$ cat src/rtl/lcd_pix_pkg.sv
package lcd_pix_pkg;
  localparam int unsigned WORD_W    = 32;
  localparam int unsigned GRAY_W    = 4;
  localparam int unsigned PAL_N     = 16;
  localparam int unsigned PAL_W     = PAL_N * GRAY_W;
  localparam int unsigned LEN_W     = 6;   // line length in 16-pixel units
  localparam int unsigned LINES_W   = 8;
  localparam int unsigned COL_W     = LEN_W + 4;
  localparam int unsigned SLOT_W    = $clog2(WORD_W);

  localparam logic [1:0] ADDR_PAL_LO = 2'd0;
  localparam logic [1:0] ADDR_PAL_HI = 2'd1;
  localparam logic [1:0] ADDR_CTRL   = 2'd2;

  typedef enum logic [1:0] {
    DEPTH_1 = 2'd0,
    DEPTH_2 = 2'd1,
    DEPTH_4 = 2'd2,
    DEPTH_4X = 2'd3
  } depth_e;

  typedef struct packed {
    logic               en;
    logic [LINES_W-1:0] lines_m1;
    logic [LEN_W-1:0]   len_m1;
    depth_e             depth;
  } ctrl_t;
endpackage

$ cat src/rtl/lcd_pix_regs.sv
module lcd_pix_regs
  import lcd_pix_pkg::*;
(
  input  logic              clk_i,
  input  logic              rst_ni,
  input  logic              we_i,
  input  logic [1:0]        addr_i,
  input  logic [WORD_W-1:0] wdata_i,
  output logic [PAL_W-1:0]  pal_o,
  output ctrl_t             ctrl_o,
  output logic              ctrl_wr_o
);
  localparam int unsigned CTRL_W = $bits(ctrl_t);

  assign ctrl_wr_o = we_i && (addr_i == ADDR_CTRL);

  always_ff @(posedge clk_i or negedge rst_ni) begin
    if (!rst_ni) begin
      pal_o  <= '0;
      ctrl_o <= '0;
    end else if (we_i) begin
      unique case (addr_i)
        ADDR_PAL_LO: pal_o[WORD_W-1:0]     <= wdata_i;
        ADDR_PAL_HI: pal_o[PAL_W-1:WORD_W] <= wdata_i;
        ADDR_CTRL:   ctrl_o                <= ctrl_t'(wdata_i[CTRL_W-1:0]);
        default: ;
      endcase
    end
  end
endmodule

$ cat src/rtl/lcd_pix_fifo.sv
module lcd_pix_fifo #(
  parameter int unsigned DEPTH    = 9,
  parameter int unsigned LOW_MARK = 4,
  parameter int unsigned DATA_W   = 32
) (
  input  logic              clk_i,
  input  logic              rst_ni,
  input  logic              push_i,
  input  logic [DATA_W-1:0] push_data_i,
  input  logic              pop_i,
  output logic [DATA_W-1:0] head_o,
  output logic              empty_o,
  output logic              req_o
);
  localparam int unsigned PTR_W = (DEPTH > 1) ? $clog2(DEPTH) : 1;
  localparam int unsigned LVL_W = $clog2(DEPTH + 1);
  localparam logic [PTR_W-1:0] PTR_LAST = PTR_W'(DEPTH - 1);
  localparam logic [LVL_W-1:0] LVL_FULL = LVL_W'(DEPTH);
  localparam logic [LVL_W-1:0] LVL_LOW  = LVL_W'(LOW_MARK);

  logic [DATA_W-1:0] mem_q [DEPTH];
  logic [PTR_W-1:0]  wr_q, rd_q;
  logic [LVL_W-1:0]  lvl_q, lvl_d;
  logic              full, do_push, do_pop, req_q;

  assign full    = (lvl_q == LVL_FULL);
  assign empty_o = (lvl_q == '0);
  assign do_push = push_i && !full;
  assign do_pop  = pop_i && !empty_o;
  assign head_o  = mem_q[rd_q];

  always_comb begin
    lvl_d = lvl_q;
    if (do_push && !do_pop) lvl_d = lvl_q + 1'b1;
    else if (do_pop && !do_push) lvl_d = lvl_q - 1'b1;
  end

  always_ff @(posedge clk_i or negedge rst_ni) begin
    if (!rst_ni) begin
      wr_q  <= '0;
      rd_q  <= '0;
      lvl_q <= '0;
      req_q <= 1'b1;
    end else begin
      lvl_q <= lvl_d;
      if (do_push) wr_q <= (wr_q == PTR_LAST) ? '0 : wr_q + 1'b1;
      if (do_pop)  rd_q <= (rd_q == PTR_LAST) ? '0 : rd_q + 1'b1;
      if (lvl_d <= LVL_LOW)       req_q <= 1'b1;
      else if (lvl_d == LVL_FULL) req_q <= 1'b0;
    end
  end

  always_ff @(posedge clk_i) begin
    if (do_push) mem_q[wr_q] <= push_data_i;
  end

  assign req_o = req_q;

  p_no_overflow_r7: assert property (@(posedge clk_i) disable iff (!rst_ni)
    lvl_q <= LVL_FULL);
  p_full_holds_r7: assert property (@(posedge clk_i) disable iff (!rst_ni)
    (full && push_i && !pop_i) |=> (lvl_q == LVL_FULL));
  p_req_low_mark_r8: assert property (@(posedge clk_i) disable iff (!rst_ni)
    (lvl_q <= LVL_LOW) |-> req_o);
  p_req_full_r8: assert property (@(posedge clk_i) disable iff (!rst_ni)
    full |-> !req_o);
endmodule

$ cat src/rtl/lcd_pix_timing.sv
module lcd_pix_timing
  import lcd_pix_pkg::*;
(
  input  logic               clk_i,
  input  logic               rst_ni,
  input  logic               clr_i,
  input  logic               step_i,
  input  logic [LEN_W-1:0]   len_m1_i,
  input  logic [LINES_W-1:0] lines_m1_i,
  output logic               first_o,
  output logic               line_last_o,
  output logic               frame_last_o
);
  logic [COL_W-1:0]   col_q;
  logic [LINES_W-1:0] row_q;

  assign line_last_o  = (col_q == {len_m1_i, 4'hF});
  assign frame_last_o = line_last_o && (row_q == lines_m1_i);
  assign first_o      = (col_q == '0) && (row_q == '0);

  always_ff @(posedge clk_i or negedge rst_ni) begin
    if (!rst_ni) begin
      col_q <= '0;
      row_q <= '0;
    end else if (clr_i) begin
      col_q <= '0;
      row_q <= '0;
    end else if (step_i) begin
      if (line_last_o) begin
        col_q <= '0;
        row_q <= frame_last_o ? '0 : row_q + 1'b1;
      end else begin
        col_q <= col_q + 1'b1;
      end
    end
  end

  p_line_wrap_r5: assert property (@(posedge clk_i) disable iff (!rst_ni)
    (step_i && line_last_o) |=> (col_q == '0));
  p_frame_wrap_r6: assert property (@(posedge clk_i) disable iff (!rst_ni)
    (step_i && frame_last_o) |=> first_o);
endmodule

$ cat src/rtl/lcd_pix_unpack.sv
module lcd_pix_unpack
  import lcd_pix_pkg::*;
#(
  parameter int unsigned FIFO_DEPTH = 9,
  parameter int unsigned LOW_MARK   = 4
) (
  input  logic              clk_i,
  input  logic              rst_ni,
  input  logic              reg_we_i,
  input  logic [1:0]        reg_addr_i,
  input  logic [WORD_W-1:0] reg_wdata_i,
  input  logic              fill_valid_i,
  input  logic [WORD_W-1:0] fill_data_i,
  output logic              dma_req_o,
  input  logic              pix_tick_i,
  output logic              pix_valid_o,
  output logic [GRAY_W-1:0] pix_gray_o,
  output logic              line_end_o,
  output logic              frame_start_o,
  output logic              underflow_o
);
  logic [PAL_W-1:0]  pal;
  ctrl_t             ctrl;
  logic              ctrl_wr;
  logic [WORD_W-1:0] head, src, word_q;
  logic              fifo_empty, pop, under, due, need_word;
  logic              first, line_last, frame_last;
  logic [SLOT_W-1:0] slot_q, slot_last;
  logic [2:0]        bits;
  logic [3:0]        idx;

  lcd_pix_regs u_regs (
    .clk_i, .rst_ni,
    .we_i      (reg_we_i),
    .addr_i    (reg_addr_i),
    .wdata_i   (reg_wdata_i),
    .pal_o     (pal),
    .ctrl_o    (ctrl),
    .ctrl_wr_o (ctrl_wr)
  );

  lcd_pix_fifo #(.DEPTH(FIFO_DEPTH), .LOW_MARK(LOW_MARK), .DATA_W(WORD_W)) u_fifo (
    .clk_i, .rst_ni,
    .push_i      (fill_valid_i),
    .push_data_i (fill_data_i),
    .pop_i       (pop),
    .head_o      (head),
    .empty_o     (fifo_empty),
    .req_o       (dma_req_o)
  );

  lcd_pix_timing u_tim (
    .clk_i, .rst_ni,
    .clr_i        (!ctrl.en),
    .step_i       (due),
    .len_m1_i     (ctrl.len_m1),
    .lines_m1_i   (ctrl.lines_m1),
    .first_o      (first),
    .line_last_o  (line_last),
    .frame_last_o (frame_last)
  );

  always_comb begin
    unique case (ctrl.depth)
      DEPTH_1: begin bits = 3'd1; slot_last = SLOT_W'(WORD_W - 1);     end
      DEPTH_2: begin bits = 3'd2; slot_last = SLOT_W'(WORD_W / 2 - 1); end
      default: begin bits = 3'd4; slot_last = SLOT_W'(WORD_W / 4 - 1); end
    endcase
  end

  assign due       = ctrl.en && pix_tick_i;
  assign need_word = (slot_q == '0);
  assign pop       = due && need_word && !fifo_empty;
  assign under     = due && need_word && fifo_empty;
  assign src       = need_word ? head : word_q;

  always_comb begin
    unique case (bits)
      3'd1:    idx = {3'b000, src[0]};
      3'd2:    idx = {2'b00, src[1:0]};
      default: idx = src[3:0];
    endcase
  end

  always_ff @(posedge clk_i or negedge rst_ni) begin
    if (!rst_ni) begin
      slot_q <= '0;
      word_q <= '0;
    end else if (!ctrl.en) begin
      slot_q <= '0;
    end else if (due) begin
      word_q <= src >> bits;
      if (frame_last || under || slot_q == slot_last) slot_q <= '0;
      else slot_q <= slot_q + 1'b1;
    end
  end

  always_ff @(posedge clk_i or negedge rst_ni) begin
    if (!rst_ni) begin
      pix_valid_o   <= 1'b0;
      pix_gray_o    <= '0;
      line_end_o    <= 1'b0;
      frame_start_o <= 1'b0;
      underflow_o   <= 1'b0;
    end else begin
      pix_valid_o   <= due;
      line_end_o    <= due && line_last;
      frame_start_o <= due && first;
      if (due) pix_gray_o <= under ? '0 : pal[{idx, 2'b00} +: GRAY_W];
      if (under) underflow_o <= 1'b1;
      else if (ctrl_wr) underflow_o <= 1'b0;
    end
  end

  p_under_zero_r9: assert property (@(posedge clk_i) disable iff (!rst_ni)
    under |=> (pix_valid_o && pix_gray_o == '0 && underflow_o));
  p_under_sticky_r9: assert property (@(posedge clk_i) disable iff (!rst_ni)
    (underflow_o && !ctrl_wr) |=> underflow_o);
  p_idle_no_pix_r10: assert property (@(posedge clk_i) disable iff (!rst_ni)
    !ctrl.en |=> !pix_valid_o);
  p_one_pix_r11: assert property (@(posedge clk_i) disable iff (!rst_ni)
    due |=> pix_valid_o);
  p_marks_valid_r5: assert property (@(posedge clk_i) disable iff (!rst_ni)
    (line_end_o || frame_start_o) |-> pix_valid_o);
endmodule

$ cat config.mk
export PLATFORM = sky130hd
export DESIGN_NAME = lcd_pix_unpack
export DESIGN_NICKNAME = d
export VERILOG_FILES = /design/src/rtl/lcd_pix_pkg.sv /design/src/rtl/lcd_pix_regs.sv /design/src/rtl/lcd_pix_fifo.sv /design/src/rtl/lcd_pix_timing.sv /design/src/rtl/lcd_pix_unpack.sv
export SDC_FILE = /design/constraint.sdc
export NUM_CORES = 1
export LEC_CHECK = 0
export BUFFER_PORTS_ARGS = -buffer_cell sky130_fd_sc_hd__buf_4
export CORE_UTILIZATION = 51
export CTS_BUF_LIST = sky130_fd_sc_hd__clkbuf_4 sky130_fd_sc_hd__clkbuf_8
export CTS_CLUSTER_SIZE = 28
export DETAILED_ROUTE_END_ITERATION = 16
export PLACE_DENSITY = 0.69
export SYNTH_ARGS = -nofsm -noshare
export SYNTH_HDL_FRONTEND = slang
export SYNTH_SLANG_ARGS = --single-unit
$ cat constraint.sdc
create_clock -name clk_i -period 4.85 [get_ports clk_i]
set_input_delay 0.97 -clock clk_i [delete_from_list [all_inputs] [get_ports clk_i]]
set_output_delay 0.97 -clock clk_i [all_outputs]
set_load 0.1 [all_outputs]
## Word level (Yosys, flattened, before mapping)

Memories as Yosys holds them, arrays and structs flattened.
Cells that the tools add are included.

- Add/sub/neg operators: 7
- Multipliers: 0
- Div/mod/pow operators: 0
- Order comparisons: 1
- Eq/ne operators: 14
- Shift operators: 2
- Mux-type cells: 25
- Bitwise gates (word level): 0
- Reduce and logical (&&, ||, !) cells: 32

Operators with widths:

| cell | count |
|---|---|
| 64-bit by 7-bit variable part select with 4-bit output | 1 |
| 32-bit 2-to-1 mux | 1 |
| 8-bit 2-to-1 mux | 4 |
| 32-bit by 3-bit >> shifter with 32-bit output | 1 |
| 10-bit 2-to-1 mux | 3 |
| 4-bit 2-to-1 mux | 5 |
| 4-bit == test, second input constant | 4 |
| 5-bit 2-to-1 mux | 3 |
| 1-bit logical AND | 13 |
| 4-bit by 1-bit adder with 4-bit output, second input constant | 3 |
| 10-bit by 1-bit adder with 10-bit output, second input constant | 1 |
| 10-bit == test | 1 |
| 10-bit logical NOT | 1 |
| 5-bit one-hot mux with 2 select lines | 1 |
| 2-bit AND reduction | 5 |
| 8-bit by 1-bit adder with 8-bit output, second input constant | 1 |
| 8-bit == test | 1 |
| 8-bit logical NOT | 1 |
| 4-bit one-hot mux with 2 select lines | 1 |
| 1-bit 2-to-1 mux | 6 |
| 3-bit one-hot mux with 2 select lines | 1 |
| 5-bit by 1-bit adder with 5-bit output, second input constant | 1 |
| 5-bit == test | 1 |
| 5-bit logical NOT | 1 |
| 12 further kinds | 20 |

- Register bits: 157
- Bits in latches: 0
- Memory bits (writable): 288
- ROM bits: 0
- Input bits: 71
- Word-level logic and storage cells: 101
- Memories kept: 1

Memories:

| name | words | bits a word | read ports | clocked after memory_dff | wr ports | line | source |
|---|---|---|---|---|---|---|---|
| u_fifo.mem_q | 9 | 32 | 1 | 0 | 1 | lcd_pix_fifo.sv:21 | `logic [DATA_W-1:0] mem_q [DEPTH];` |

## Longest topological paths before layout

Gate-level depths: netlist (run 1).

- Depth in word-level cells: 10
- Gate-level depth with buffers: 13
- Mapped depth without buffers: 9

## Cells and area by module

From an unflattened synthesis (run 1), not the netlist that was laid out.

- Cells, all modules: 1339
- Area, all modules: 20091.8 um2

By module, submodules not included:

| module | times used | cells each | area each (um2) |
|---|---|---|---|
| lcd_pix_fifo | 1 | 569 | 11703.7 |
| lcd_pix_unpack | 1 | 453 | 4036.4 |
| lcd_pix_regs | 1 | 173 | 3064.2 |
| lcd_pix_timing | 1 | 144 | 1287.5 |

## Worst setup path after synthesis (run 1)

OpenSTA, ideal clock, no wires.

- Kind: input -> register
- From: input port fill_valid_i
- To: memory u_fifo.mem_q[8][0] (enable)
- Library setup time: 0.461 ns
- Arrival: 3.396 ns
- Required time: 4.389 ns
- Slack: 0.993 ns
- Stages: 2
- Path through: nand2_1 > nor3_1

- Cells in the longest elaborated chain, start to end: 3

Ends and longest elaborated chain:

| element | line | source |
|---|---|---|
| start: declaration | lcd_pix_unpack.sv:12 | `input logic fill_valid_i,` |
| 1-bit logical AND | lcd_pix_fifo.sv:28 | `assign do_push = push_i && !full;` |
| 1-bit 2-to-1 mux | lcd_pix_fifo.sv:54 | `if (do_push) mem_q[wr_q] <= push_data_i;` |
| 1-bit 2-to-1 mux (not written as such) | lcd_pix_fifo.sv:54 |  |
| end: declaration | lcd_pix_fifo.sv:21 |  |

No other way between the ends.

## Final worst setup path (run 1)

- From: register slot_q[1]
- To: register pix_gray_o[2]

- Cells in the longest elaborated chain, start to end: 5
- Elaborated cells on any way between the ends: 7
- Classes of those cells: 1 x shift; 3 x mux; 3 x reduce/logical

Ends and longest elaborated chain:

| element | line | source |
|---|---|---|
| start: declaration | lcd_pix_unpack.sv:28 | `logic [SLOT_W-1:0] slot_q, slot_last;` |
| start signal: assignment | lcd_pix_unpack.sv:94 | `else slot_q <= slot_q + 1'b1;` |
| 5-bit logical NOT * | lcd_pix_unpack.sv:72 | `assign need_word = (slot_q == '0);` |
| 32-bit 2-to-1 mux | lcd_pix_unpack.sv:75 | `assign src = need_word ? head : word_q;` |
| 4-bit one-hot mux with 2 select lines | lcd_pix_unpack.sv:78 | `unique case (bits)` |
| 64-bit by 7-bit variable part select with 4-bit output | lcd_pix_unpack.sv:109 | `if (due) pix_gray_o <= under ? '0 : pal[{idx, 2'b00} +: GRAY_W];` |
| 4-bit 2-to-1 mux * | lcd_pix_unpack.sv:109 |  |
| end signal: assignment | lcd_pix_unpack.sv:109 |  |
| end: declaration | lcd_pix_unpack.sv:17 | `output logic [GRAY_W-1:0] pix_gray_o,` |

Every way passes the cells marked *; elsewhere a longest branch is shown, timed or not.
A chain may end at the register's enable or synchronous reset.

==> results of run 1 <==
[flip-flops by register name, summed over array words and instances, names as in the netlist]
name,cells
slot_q,5
u_fifo.req_o,1
u_fifo.wr_q,4
u_regs.ctrl_o,17
frame_start_o,1
word_q,32
pix_gray_o,4
u_tim.row_q,8
u_regs.pal_o,64
line_end_o,1
u_tim.col_q,10
u_fifo.rd_q,4
u_fifo.lvl_q,4
u_fifo.mem_q,288
pix_valid_o,1
underflow_o,1
[final cells by class]
type                       count  share of cell area [%]
multi-input combinational    713                    29.0
sequential                   445                    57.5
clock buffer                  99                    5.63
tap                          511                    2.92
inverter                      37                   0.635
timing repair buffer         101                    3.48
clock inverter                26                   0.852
[report_power, final]
| part | switching, mW | leakage (nW) | total, mW | internal, mW |
|---|---|---|---|---|
| combinational | 2.24 | 2.99 | 3.93 | 1.69 |
| sequential | 0.414 | 4.54 | 5.09 | 4.68 |
| clock | 1.48 | 0.754 | 3.20 | 1.71 |
[cell families after synthesis]
family | count (synthesis)
DFF | 445
and+or+nand+nor | 256
muxes | 239
AOI/OAI and AO/OA | 169
buffers and inverters | 112
xor gates and xnor gates | 31
adders and majority gates | 18
[cell usage after synthesis, types with 3 or more instances]
cell type    n
a211oi_1     6
a21oi_1     35
a221o_1      5
a222oi_1     9
a22o_1       3
a31oi_1      3
and2_1       9
and3_1      12
buf_1       10
buf_2       17
buf_6        3
clkbuf_1    43
dfrtp_1    156
edfxtp_1   288
ha_1        16
inv_1       35
mux2_2      92
mux2i_1     74
mux4_2      73
nand2_1     98
nand2b_1     3
nand3_1     34
nand3b_1     4
nand4_1      6
nor2_1      47
nor2b_1      3
nor3_1      15
nor3b_1      5
nor4_1       7
o211a_1      3
o211ai_1    31
o21ai_0     37
o221ai_1     7
o22a_1       3
o22ai_1      6
o31ai_1      3
or2_2        3
or4b_2       3
xnor2_1      8
xor2_1      23
[final timing paths]
check / end / slack [ns] / depth (start not counted) / start
min reg2reg: underflow_o / 0.48 / 2 / underflow_o
max: pix_gray_o[2] / 1.23 / 9 / slot_q[1]
max reg2reg: pix_gray_o[2] / 1.23 / 9 / slot_q[1]
min in group clk_i: underflow_o / 0.48 / 2 / underflow_o
max in group asynchronous: u_fifo.req_o / 3.36 / 2 / rst_ni
min: frame_start_o / 0.46 / 1 / rst_ni
[through the flow]
stage | utilization (%) | cells | setup slack [ns] | instance area (um^2)
after floorplan | - | 1270 | 0.993 | 19400
after global placement | 54.6 | 1807 | 1.32 | 20500
after detailed placement | 54.6 | 1807 | 1.24 | 20500
after CTS | 58.4 | 1932 | 1.23 | 21900
after global routing | 58.4 | 1932 | 1.00 | 21900
final | 58.4 | 1932 | 1.23 | 21900
[layer usage]
layer	vias up	part of all wire (%)	global-route usage [%]	routed length [um]
met1	5795	43	30.7	18400
met4	0	3.5	9.91	1500
met2	334	49	36.9	21000
met3	89	5.0	4.11	2130
met5	-	0	0	0
li1	5099	-	-	-
[worst max-delay path, stage by stage (launching register included)]
cell and delay, ns:
dfrtp_1 0.40, inv_1 0.09, ha_1 0.18, or4b_1 0.84
nor3_1 0.39, a211o_1 0.57, mux4_2 0.56, nor2b_1 0.14
a211oi_1 0.24, o31ai_1 0.09
==> PnR_summary.wiki, run 1 <==
{| class="wikitable"
! Metric !! Value
|-
| Per-cell via count in the routed design || 5.86
|-
| Number of distinct library cell variants in the gate-level netlist after synthesis || 66
|-
| Portion of synthesized cell area occupied by the leading cell type || 44.6%
|-
| Core area || 37500 um^2
|-
| Largest net degree at the start of global routing || 100
|-
| Starting density of the core || 51.7%
|-
| Share of cells above drive strength 1 || 28.7%
|-
| Worst-case clock buffer depth || 3
|-
| Commonest non-fill, non-tap cells in the layout || 288 x edfxtp_1, 154 x dfrtp_1, 100 x buf_4
|-
| Final setup vio count || 0
|-
| Area growth, synth to finish || 13.0%
|-
| Hold Fails Final Rpt || 0
|-
| Count of maximum capacitance violations || 0
|-
| Main combinational cell family by area after synthesis || multiplexers
|-
| Antenna violations before repair || 0
|-
| Nature of the critical path endpoint || flop
|-
| Std cell rows || 71
|-
| Most common cell after layout, fill and taps aside || edfxtp_1
|-
| Area enclosed by the die boundary || 38800 um^2
|-
| Post-CTS Setup Inserts || 0
|-
| Arrival time worst endpoint || 4.11 ns
|-
| Remaining max-slew budget at the tightest pin || 20.9%
|-
| Global placer's final weighted congestion || 0.862
|-
| Xor/xnor cell area share of the yosys netlist || 1.40%
|-
| Adder-Cell Fraction of Synth Area || 1.14%
|-
| Total Nets Final || 1458
|-
| I/O pin count || 80
|-
| Power Total || 12.2 mW
|-
| Final sum of negative setup slack || 0 ns
|-
| Synthesized netlist cell count || 1270
|-
| Most used flip-flop cell after synthesis || edfxtp_1
|-
| Worst EP required || 5.34 ns
|-
| Hold buffers post-CTS || 0
|-
| Drt initial violations || 644
|-
| Share of synthesized area spent on multiplexers || 17.7%
|-
| Register area || 12600 um^2
|-
| Max Transition Viols Final || 0
|-
| Hold slack final || 0.456 ns
|-
| Y dimension of the die || 197 um
|-
| Clk slew on worst S/H paths || 0.06 ns
|-
| Biggest area consumer among synthesized cells || edfxtp_1
|-
| Total routing usage reported by global routing || 22.9%
|-
| Cell area after synthesis || 19400 um^2
|-
| Maximum clock frequency || 0.276 GHz
|-
| Basic-gate share of the synthesized area counting and, or, nand and nor cells || 6.35%
|-
| Number of global-route vias before repair || 11600
|-
| Detailed Place HPWL || 26300 um
|-
| Number of levels in the clock H-tree || 3
|-
| Total Wirelength || 43000 um
|-
| Clock net sink count || 445
|-
| Number of search-and-repair iterations in the first detailed-routing pass || 5
|-
| Area of the multi-input gates || 6340 um^2
|-
| Final-layout fill cell count || 2943
|-
| Number of flops mapped to enable cells by yosys || 288
|-
| Yosys warnings || 0
|-
| TritonCTS clock tree || built
|-
| Static Leakage || 8.28 nW
|-
| Clk Tree Root Cell || clkbuf_8
|-
| Kind of start point of the critical path || flop
|-
| Run status || finished, final reports clean
|-
| Die W || 197 um
|-
| Critical path class || flop to flop
|-
| WL per Instance || 22.3 um
|-
| Count of state elements after synthesis || 445
|-
| DRC Markers || 0
|-
| PD cells || 558 nW/um^2
|-
| Vias || 11300
|-
| Compound-cell area share of the yosys netlist || 6.08%
|-
| Post-synthesis net count || 1357
|-
| Fraction of the yosys area taken by sequential cells || 64.9%
|-
| Post-DRT Antenna Nets || 0
|-
| CTS Buf Count || 73
|-
| IR Drop Worst-Case VDD || 0.340 mV
|-
| Wire length of the first global-routing pass || 66900 um
|-
| Critical Path Fanout Max || 21
|-
| Average cell area after synthesis || 15.3 um^2
|-
| HP Class || primary input to async pin
|-
| Clock latency on the worst-skew pair || 0.64 ns
|-
| Port Buffers || 79
|-
| Slew at the pin with the worst max-slew slack || 1.18 ns
|-
| Fraction of synthesis flops using an asynchronous set or reset pin || 35.3%
|-
| Time the worst path needs with I/O delays and setup || 3.62 ns
|-
| Leading cell types by total area after synthesis || edfxtp_1 45%, dfrtp_1 20%, mux4_2 8.5%
|-
| RSZ-0062 raised after global routing || false
|-
| Final Skew || 0.0342 ns
|-
| Number of resized instances in the post-cts repair step || 0
|-
| Share of the clock period used by the worst path || 74.7%
|-
| Total global routing overflow || 0
|-
| Number of diodes || 0
|}
Note: power is estimated with default switching activity, not from simulation.
==> run 2: changes to the inputs <==
==> constraint.sdc (replaced) <==
create_clock -name clk_i -period 3.54 [get_ports clk_i]
set_input_delay 0.708 -clock clk_i [delete_from_list [all_inputs] [get_ports clk_i]]
set_output_delay 0.708 -clock clk_i [all_outputs]
set_load 0.1 [all_outputs]
==> run 2 against run 1 <==
Clock skew increased by 0.0033 ns. Via count grew 1.0%. Count of clock-buffer cells in the layout down 5. Design area increased by 0.87%. Largest power group unchanged. Core utilization up 0.51 points. Sequential cell count stayed put. Critical path depth grew 2. Critical path type unchanged. Largest cell class unchanged. Register-to-register slack lost 0.97 ns. Combinational power up 40%.
==> PnR_summary.wiki, run 2 (synthesis results as in run 1) <==
{| class="wikitable"
! Metric !! Value
|-
| Final sum of negative setup slack || 0 ns (unchanged)
|-
| Clk slew on worst S/H paths || 0.06 ns (about the same)
|-
| Crit path max-delay cell type || or4b_1
|-
| Largest net degree at the start of global routing || 71 (-29%)
|-
| Std cell rows || 71 (unchanged)
|-
| Commonest non-fill, non-tap cells in the layout || 288 x edfxtp_1, 154 x dfrtp_1, 118 x buf_4
|-
| Total Wirelength || 43600 um (+1.4%)
|-
| Y dimension of the die || 197 um (unchanged)
|-
| Cell-by-cell listing of the critical path || inv_1, ha_1, or4b_1, buf_4, a211oi_1, a211oi_4, buf_4, mux4_2, mux2i_1, mux2i_1, a22o_1
|-
| DRC Markers || 0 (unchanged)
|-
| Layout Utilization || 58.9% (+0.51 points)
|-
| Drt initial violations || 706 (+9.6%)
|-
| Number of resized instances in the post-cts repair step || 0 (unchanged)
|-
| P_int || 11.1 mW (+37%)
|-
| Kind of cell adding the most delay to the critical path || compound AO/OA/AOI/OAI gates
|-
| Antenna violations before repair || 0 (unchanged)
|-
| Post-DRT Antenna Nets || 0 (unchanged)
|-
| Maximum clock frequency || 0.305 GHz (+10%)
|-
| Clk Tree Root Cell || clkbuf_8
|-
| Final setup vio count || 0 (unchanged)
|-
| Per-cell via count in the routed design || 5.84 (-0.30%)
|-
| PD cells || 763 nW/um^2 (+37%)
|-
| I/O pin count || 80 (unchanged)
|-
| Share of cells above drive strength 1 || 29.4% (+0.66 points)
|-
| Core area || 37500 um^2 (unchanged)
|-
| Area enclosed by the die boundary || 38800 um^2 (unchanged)
|-
| Time the worst path needs with I/O delays and setup || 3.28 ns (-0.338 ns)
|-
| Top flop regs || u_fifo.mem_q x288, u_regs.pal_o x64, word_q x32
|-
| Total routing usage reported by global routing || 23.2% (+0.28 points)
|-
| Number of search-and-repair iterations in the first detailed-routing pass || 6 (+1)
|-
| Remaining max-slew budget at the tightest pin || 16.6% (-4.3 points)
|-
| Comb power frac || 32.6% (+0.5 points)
|-
| Nature of the critical path endpoint || flop
|-
| Most common cell after layout, fill and taps aside || edfxtp_1
|-
| Run status || finished, final reports clean
|-
| Worst EP required || 4.04 ns (-1.30 ns)
|-
| Static Leakage || 8.39 nW (+1.3%)
|-
| Area growth, synth to finish || 13.9%
|-
| Switching fraction of total power || 34.1% (+0.31 points)
|-
| Clock net sink count || 445 (unchanged)
|-
| Largest register by flop count || u_fifo.mem_q
|-
| IR Drop Worst-Case VDD || 0.422 mV (+24%)
|-
| Total Nets Final || 1479 (+1.4%)
|-
| Slew at the pin with the worst max-slew slack || 1.25 ns (+0.0637 ns)
|-
| Largest stage delay on the critical path || 0.63 ns (-0.21 ns)
|-
| WL per Instance || 22.3 um (about the same)
|-
| Arrival time worst endpoint || 3.78 ns (-0.33 ns)
|-
| CTS Buf Count || 74 (+1.4%)
|-
| Number of diodes || 0 (unchanged)
|-
| Max Transition Viols Final || 0 (unchanged)
|-
| Global placer's final weighted congestion || 0.850 (-1.4%)
|-
| Switching power of the nets || 5.75 mW (+39%)
|-
| HP Class || primary input to async pin
|-
| Hold buffers post-CTS || 0 (unchanged)
|-
| Number of levels in the clock H-tree || 3 (unchanged)
|-
| Die W || 197 um (unchanged)
|-
| Kind of start point of the critical path || flop
|-
| Wire length of the first global-routing pass || 67700 um (+1.2%)
|-
| Fraction of power consumed by sequential logic || 41.3% (-0.4 points)
|-
| Max reg flops || 288 (unchanged)
|-
| Final Skew || 0.0375 ns (+0.00326 ns)
|-
| TritonCTS clock tree || built
|-
| Share of the clock period used by the worst path || 92.7% (+18 points)
|-
| Critical Path Fanout Max || 34 (+62%)
|-
| Total global routing overflow || 0 (unchanged)
|-
| Detailed Place HPWL || 27900 um (+6.0%)
|-
| Critical path class || flop to flop
|-
| Clock latency on the worst-skew pair || 0.65 ns (about the same)
|-
| Worst-case clock buffer depth || 3 (unchanged)
|-
| Port Buffers || 79 (unchanged)
|-
| Clock group share of total power || 26.1% (about the same)
|-
| Number of global-route vias before repair || 11700 (+0.99%)
|-
| Vias || 11400 (+1.0%)
|-
| Starting density of the core || 51.7% (unchanged)
|-
| Number of buffer and inverter instances along the worst setup path || 3 (+2)
|-
| Hold Fails Final Rpt || 0 (unchanged)
|-
| RSZ-0062 raised after global routing || false
|-
| Post-CTS Setup Inserts || 0 (unchanged)
|-
| Hold slack final || 0.0748 ns (-0.382 ns)
|-
| Count of maximum capacitance violations || 0 (unchanged)
|}
-- run 2: routing by layer --
metal / global-route usage, % / up-vias / wire length, um
li1: - / 5152 / -
met1: 30.3 / 5821 / 18400
met2: 38.7 / 364 / 21800
met3: 4.33 / 98 / 2140
met4: 8.70 / 0 / 1310
met5: 0 / - / 0
-- run 2: final cells by class --
type                            instances  area, um^2
Sequential cell                       445       12600
Inverter                               37         139
Clock inverter                         37         244
Fill cell                            2959       15400
Clock buffer                           94        1180
Tap cell                              511         639
Multi-Input combinational cell        713        6350
Timing Repair Buffer                  121         937
-- run 2: worst paths after layout --
| check | startpoint | end | slack [ns] | depth (start not counted) |
|---|---|---|---|---|
| worst max-delay path | slot_q[1] | pix_gray_o[0] | 0.26 | 11 |
| worst min-delay path | rst_ni | u_tim.col_q[7] | 0.07 | 1 |
| worst max register to register | slot_q[1] | pix_gray_o[0] | 0.26 | 11 |
| worst min register to register | word_q[31] | word_q[31] | 0.49 | 2 |
| max in group asynchronous | rst_ni | word_q[22] | 2.55 | 2 |
| min in group clk_i | fill_data_i[6] | u_fifo.mem_q[7][6] | 0.30 | 1 |
-- run 2: worst register-to-register path, delay by kind of cell (launching register included) --
| family | cells | cell delay (ns) |
|---|---|---|
| simple gates | 1 | 0.63 |
| compound gates | 3 | 0.71 |
| flops | 1 | 0.40 |
| mux | 3 | 0.58 |
| fa+ha+maj | 1 | 0.17 |
| buf+inv | 3 | 0.65 |
-- run 2: power by group through the flow --
stage                     Sequential (mW)  Clock [mW]  Combinational [mW]
after CTS                            6.96        4.51                5.53
after global placement               7.02           0                5.41
after floorplan                      6.98           0                3.99
after global routing                 7.05        4.72                5.95
after detailed placement             7.05           0                5.51
final                                6.96        4.40                5.49
-- run 2: through the flow --
stage	cell area [um^2]	instances	power [mW]	setup WS, ns
floorplan	19400	1270	11.0	0.506
global placement	20600	1827	12.4	0.291
detailed placement	20600	1827	12.6	0.216
CTS	22100	1958	17.0	0.183
global route	22100	1958	17.7	0.0867
finish	22100	1958	16.9	0.257
==> run 3: changes to the inputs <==
--- a/config.mk
+++ b/config.mk
@@ -10,7 +10,7 @@
 export CTS_BUF_LIST = sky130_fd_sc_hd__clkbuf_4 sky130_fd_sc_hd__clkbuf_8
 export CTS_CLUSTER_SIZE = 28
 export DETAILED_ROUTE_END_ITERATION = 16
-export PLACE_DENSITY = 0.69
+export PLACE_DENSITY = 0.79
 export SYNTH_ARGS = -nofsm -noshare
 export SYNTH_HDL_FRONTEND = slang
 export SYNTH_SLANG_ARGS = --single-unit
==> run 3 against run 2 <==
Total power increased by 1.3%. Critical endpoint is now pix_gray_o[1]. Clock skew decreased by 0.017 ns. Largest power group unchanged. Design area increased by 0.46%. Critical path type unchanged.
==> PnR_summary.wiki, run 3 (synthesis results as in run 1) <==
{| class="wikitable"
! Metric !! Value
|-
| Top flop regs || u_fifo.mem_q x288, u_regs.pal_o x64, word_q x32
|-
| Run status || finished, final reports clean
|-
| Final sum of negative setup slack || 0 ns (unchanged)
|-
| Core area || 37500 um^2 (unchanged)
|-
| Largest net degree at the start of global routing || 81 (+14%)
|-
| Final setup vio count || 0 (unchanged)
|-
| IR Drop Worst-Case VDD || 0.367 mV (-13%)
|-
| Worst EP required || 4.01 ns (-0.03 ns)
|-
| Drt initial violations || 941 (+33%)
|-
| Starting density of the core || 51.7% (unchanged)
|-
| Time the worst path needs with I/O delays and setup || 3.30 ns (+0.0129 ns)
|-
| Y dimension of the die || 197 um (unchanged)
|-
| Clk slew on worst S/H paths || 0.06 ns (about the same)
|-
| Final-layout fill cell count || 2803 (-5.3%)
|-
| Kind of cell adding the most delay to the critical path || compound AO/OA/AOI/OAI gates
|-
| Count of maximum capacitance violations || 0 (unchanged)
|-
| Clk Tree Root Cell || clkbuf_8
|-
| CTS Buf Count || 72 (-2.7%)
|-
| Clock latency on the worst-skew pair || 0.61 ns (-0.04 ns)
|-
| TritonCTS clock tree || built
|-
| Number of resized instances in the post-cts repair step || 0 (unchanged)
|-
| Most common cell after layout, fill and taps aside || edfxtp_1
|-
| Share of the clock period used by the worst path || 93.1% (+0.37 points)
|-
| Worst-case reg-to-reg path depth || 8 (-3)
|-
| Die W || 197 um (unchanged)
|-
| Critical Path Fanout Max || 12 (-65%)
|-
| Wire length of the first global-routing pass || 68200 um (+0.72%)
|-
| Post-DRT Antenna Nets || 0 (unchanged)
|-
| Area growth, synth to finish || 14.5%
|-
| R2R Setup Slk || 0.24 ns (about the same)
|-
| Commonest non-fill, non-tap cells in the layout || 288 x edfxtp_1, 154 x dfrtp_1, 110 x buf_4
|-
| Number of buffer and inverter instances along the worst setup path || 0 (-3)
|-
| Hold buffers post-CTS || 0 (unchanged)
|-
| Global placer's final weighted congestion || 0.897 (+5.6%)
|-
| Clock net sink count || 445 (unchanged)
|-
| Final Skew || 0.0209 ns (-0.0166 ns)
|-
| Antenna violations before repair || 0 (unchanged)
|-
| Total global routing overflow || 0 (unchanged)
|-
| HP Class || primary input to async pin
|-
| Largest stage delay on the critical path || 0.58 ns (-0.05 ns)
|-
| Number of diodes || 0 (unchanged)
|-
| Nature of the critical path endpoint || flop
|-
| Worst-case clock buffer depth || 3 (unchanged)
|-
| Hold Fails Final Rpt || 0 (unchanged)
|-
| Port Buffers || 79 (unchanged)
|-
| Share of cells above drive strength 1 || 29.7% (+0.34 points)
|-
| Worst reg2reg path startpoint || u_regs.ctrl_o[0]
|-
| Area enclosed by the die boundary || 38800 um^2 (unchanged)
|-
| WL per Instance || 22.1 um (-0.59%)
|-
| Cell-by-cell listing of the critical path || or2_2, ha_1, nor3_1, a211o_1, mux4_2, nor2b_1, a211oi_2, o41ai_2
|-
| Maximum clock frequency || 0.303 GHz (-0.39%)
|-
| Largest register by flop count || u_fifo.mem_q
|-
| DRC Markers || 0 (unchanged)
|-
| Crit path max-delay cell type || a211o_1
|-
| Vias || 11600 (+1.5%)
|-
| Post-CTS Setup Inserts || 0 (unchanged)
|-
| Std cell rows || 71 (unchanged)
|-
| Max reg flops || 288 (unchanged)
|-
| Total Nets Final || 1474 (-0.34%)
|-
| Total Wirelength || 43100 um (-1.1%)
|-
| Hold slack final || 0.159 ns (+0.0844 ns)
|-
| Number of search-and-repair iterations in the first detailed-routing pass || 7 (+1)
|-
| Total routing usage reported by global routing || 23.0% (-0.18 points)
|-
| Register area || 12600 um^2 (unchanged)
|-
| Number of global-route vias before repair || 12000 (+2.3%)
|-
| Area of the multi-input gates || 6350 um^2 (about the same)
|-
| Kind of start point of the critical path || flop
|-
| Max Transition Viols Final || 0 (unchanged)
|-
| Per-cell via count in the routed design || 5.96 (+2.0%)
|-
| Arrival time worst endpoint || 3.77 ns (about the same)
|-
| Static Leakage || 8.43 nW (+0.45%)
|-
| Number of levels in the clock H-tree || 3 (unchanged)
|-
| RSZ-0062 raised after global routing || false
|-
| Reg-to-reg endpoint || pix_gray_o[1]
|-
| I/O pin count || 80 (unchanged)
|-
| Critical path class || flop to flop
|-
| Remaining max-slew budget at the tightest pin || 16.1% (-0.53 points)
|-
| Slew at the pin with the worst max-slew slack || 1.25 ns (+0.00795 ns)
|-
| Detailed Place HPWL || 27200 um (-2.5%)
|-
| PD cells || 770 nW/um^2 (+0.87%)
|}
-- run 3: cell types whose count changed in the layout (fill, tap and decap cells not counted), moves of 2 or more --
cell and change:
buf_12 +5, clkinv_2 -3, buf_4 -8, clkbuf_8 +8
inv_12 -2, bufinv_16 +2, clkinv_1 -13, inv_8 -3
clkbuf_4 +3
-- run 3: power by group --
part	switching [mW]	total (mW)	internal [mW]
combinational	3.13	5.56	2.43
clock	1.98	4.57	2.60
sequential	0.542	6.95	6.40
total	5.64	17.1	11.4
-- run 3: how the worst max path moves through the flow --
stage,endpoint,from,cells past startpoint,slack [ns]
after floorplan,pix_gray_o[1],u_regs.ctrl_o[0],11,0.51
after global routing,pix_gray_o[2],u_regs.ctrl_o[0],8,0.11
final,pix_gray_o[1],u_regs.ctrl_o[0],8,0.24
after global placement,pix_gray_o[2],u_regs.ctrl_o[0],8,0.37
after CTS,pix_gray_o[1],u_regs.ctrl_o[0],8,0.28
after detailed placement,pix_gray_o[2],u_regs.ctrl_o[0],8,0.31
-- run 3: final cells by class --
cell class	instances	share of cell area (%)
flip-flops and latches	445	56.8
repair buffers	118	4.41
well taps	511	2.88
inverters	37	0.626
clock buffers	105	5.93
multi-input cells	713	28.6
clock inverters	19	0.784
-- run 3: worst reg2reg max path: cells and delay by family (launching register included) --
| family | cells | cell delay (ns) |
|---|---|---|
| adder cells (fa/ha/maj) | 1 | 0.43 |
| flip-flops | 1 | 0.43 |
| AND/OR/NAND/NOR | 3 | 0.85 |
| AO/OA/AOI/OAI | 3 | 0.88 |
| multiplexers | 1 | 0.58 |
-- run 3: per-layer routing --
| metal | global-route usage, % | wire (um) | vias to the layer above |
|---|---|---|---|
| met5 | 0 | 0 | - |
| met4 | 8.99 | 1330 | 0 |
| met3 | 3.64 | 2520 | 110 |
| met2 | 38.0 | 21400 | 475 |
| met1 | 30.7 | 17900 | 5905 |
| li1 | - | - | 5118 |
-- run 3: metrics by stage --
step	cells	utilization, %	setup WS, ns	cell area, um^2	power [mW]
global placement	1824	55.2	0.374	20700	12.4
floorplan	1270	-	0.506	19400	11.0
detailed placement	1824	55.2	0.309	20700	12.6
CTS	1948	59.1	0.279	22200	17.2
global route	1948	59.1	0.111	22200	17.9
finish	1948	59.1	0.244	22200	17.1
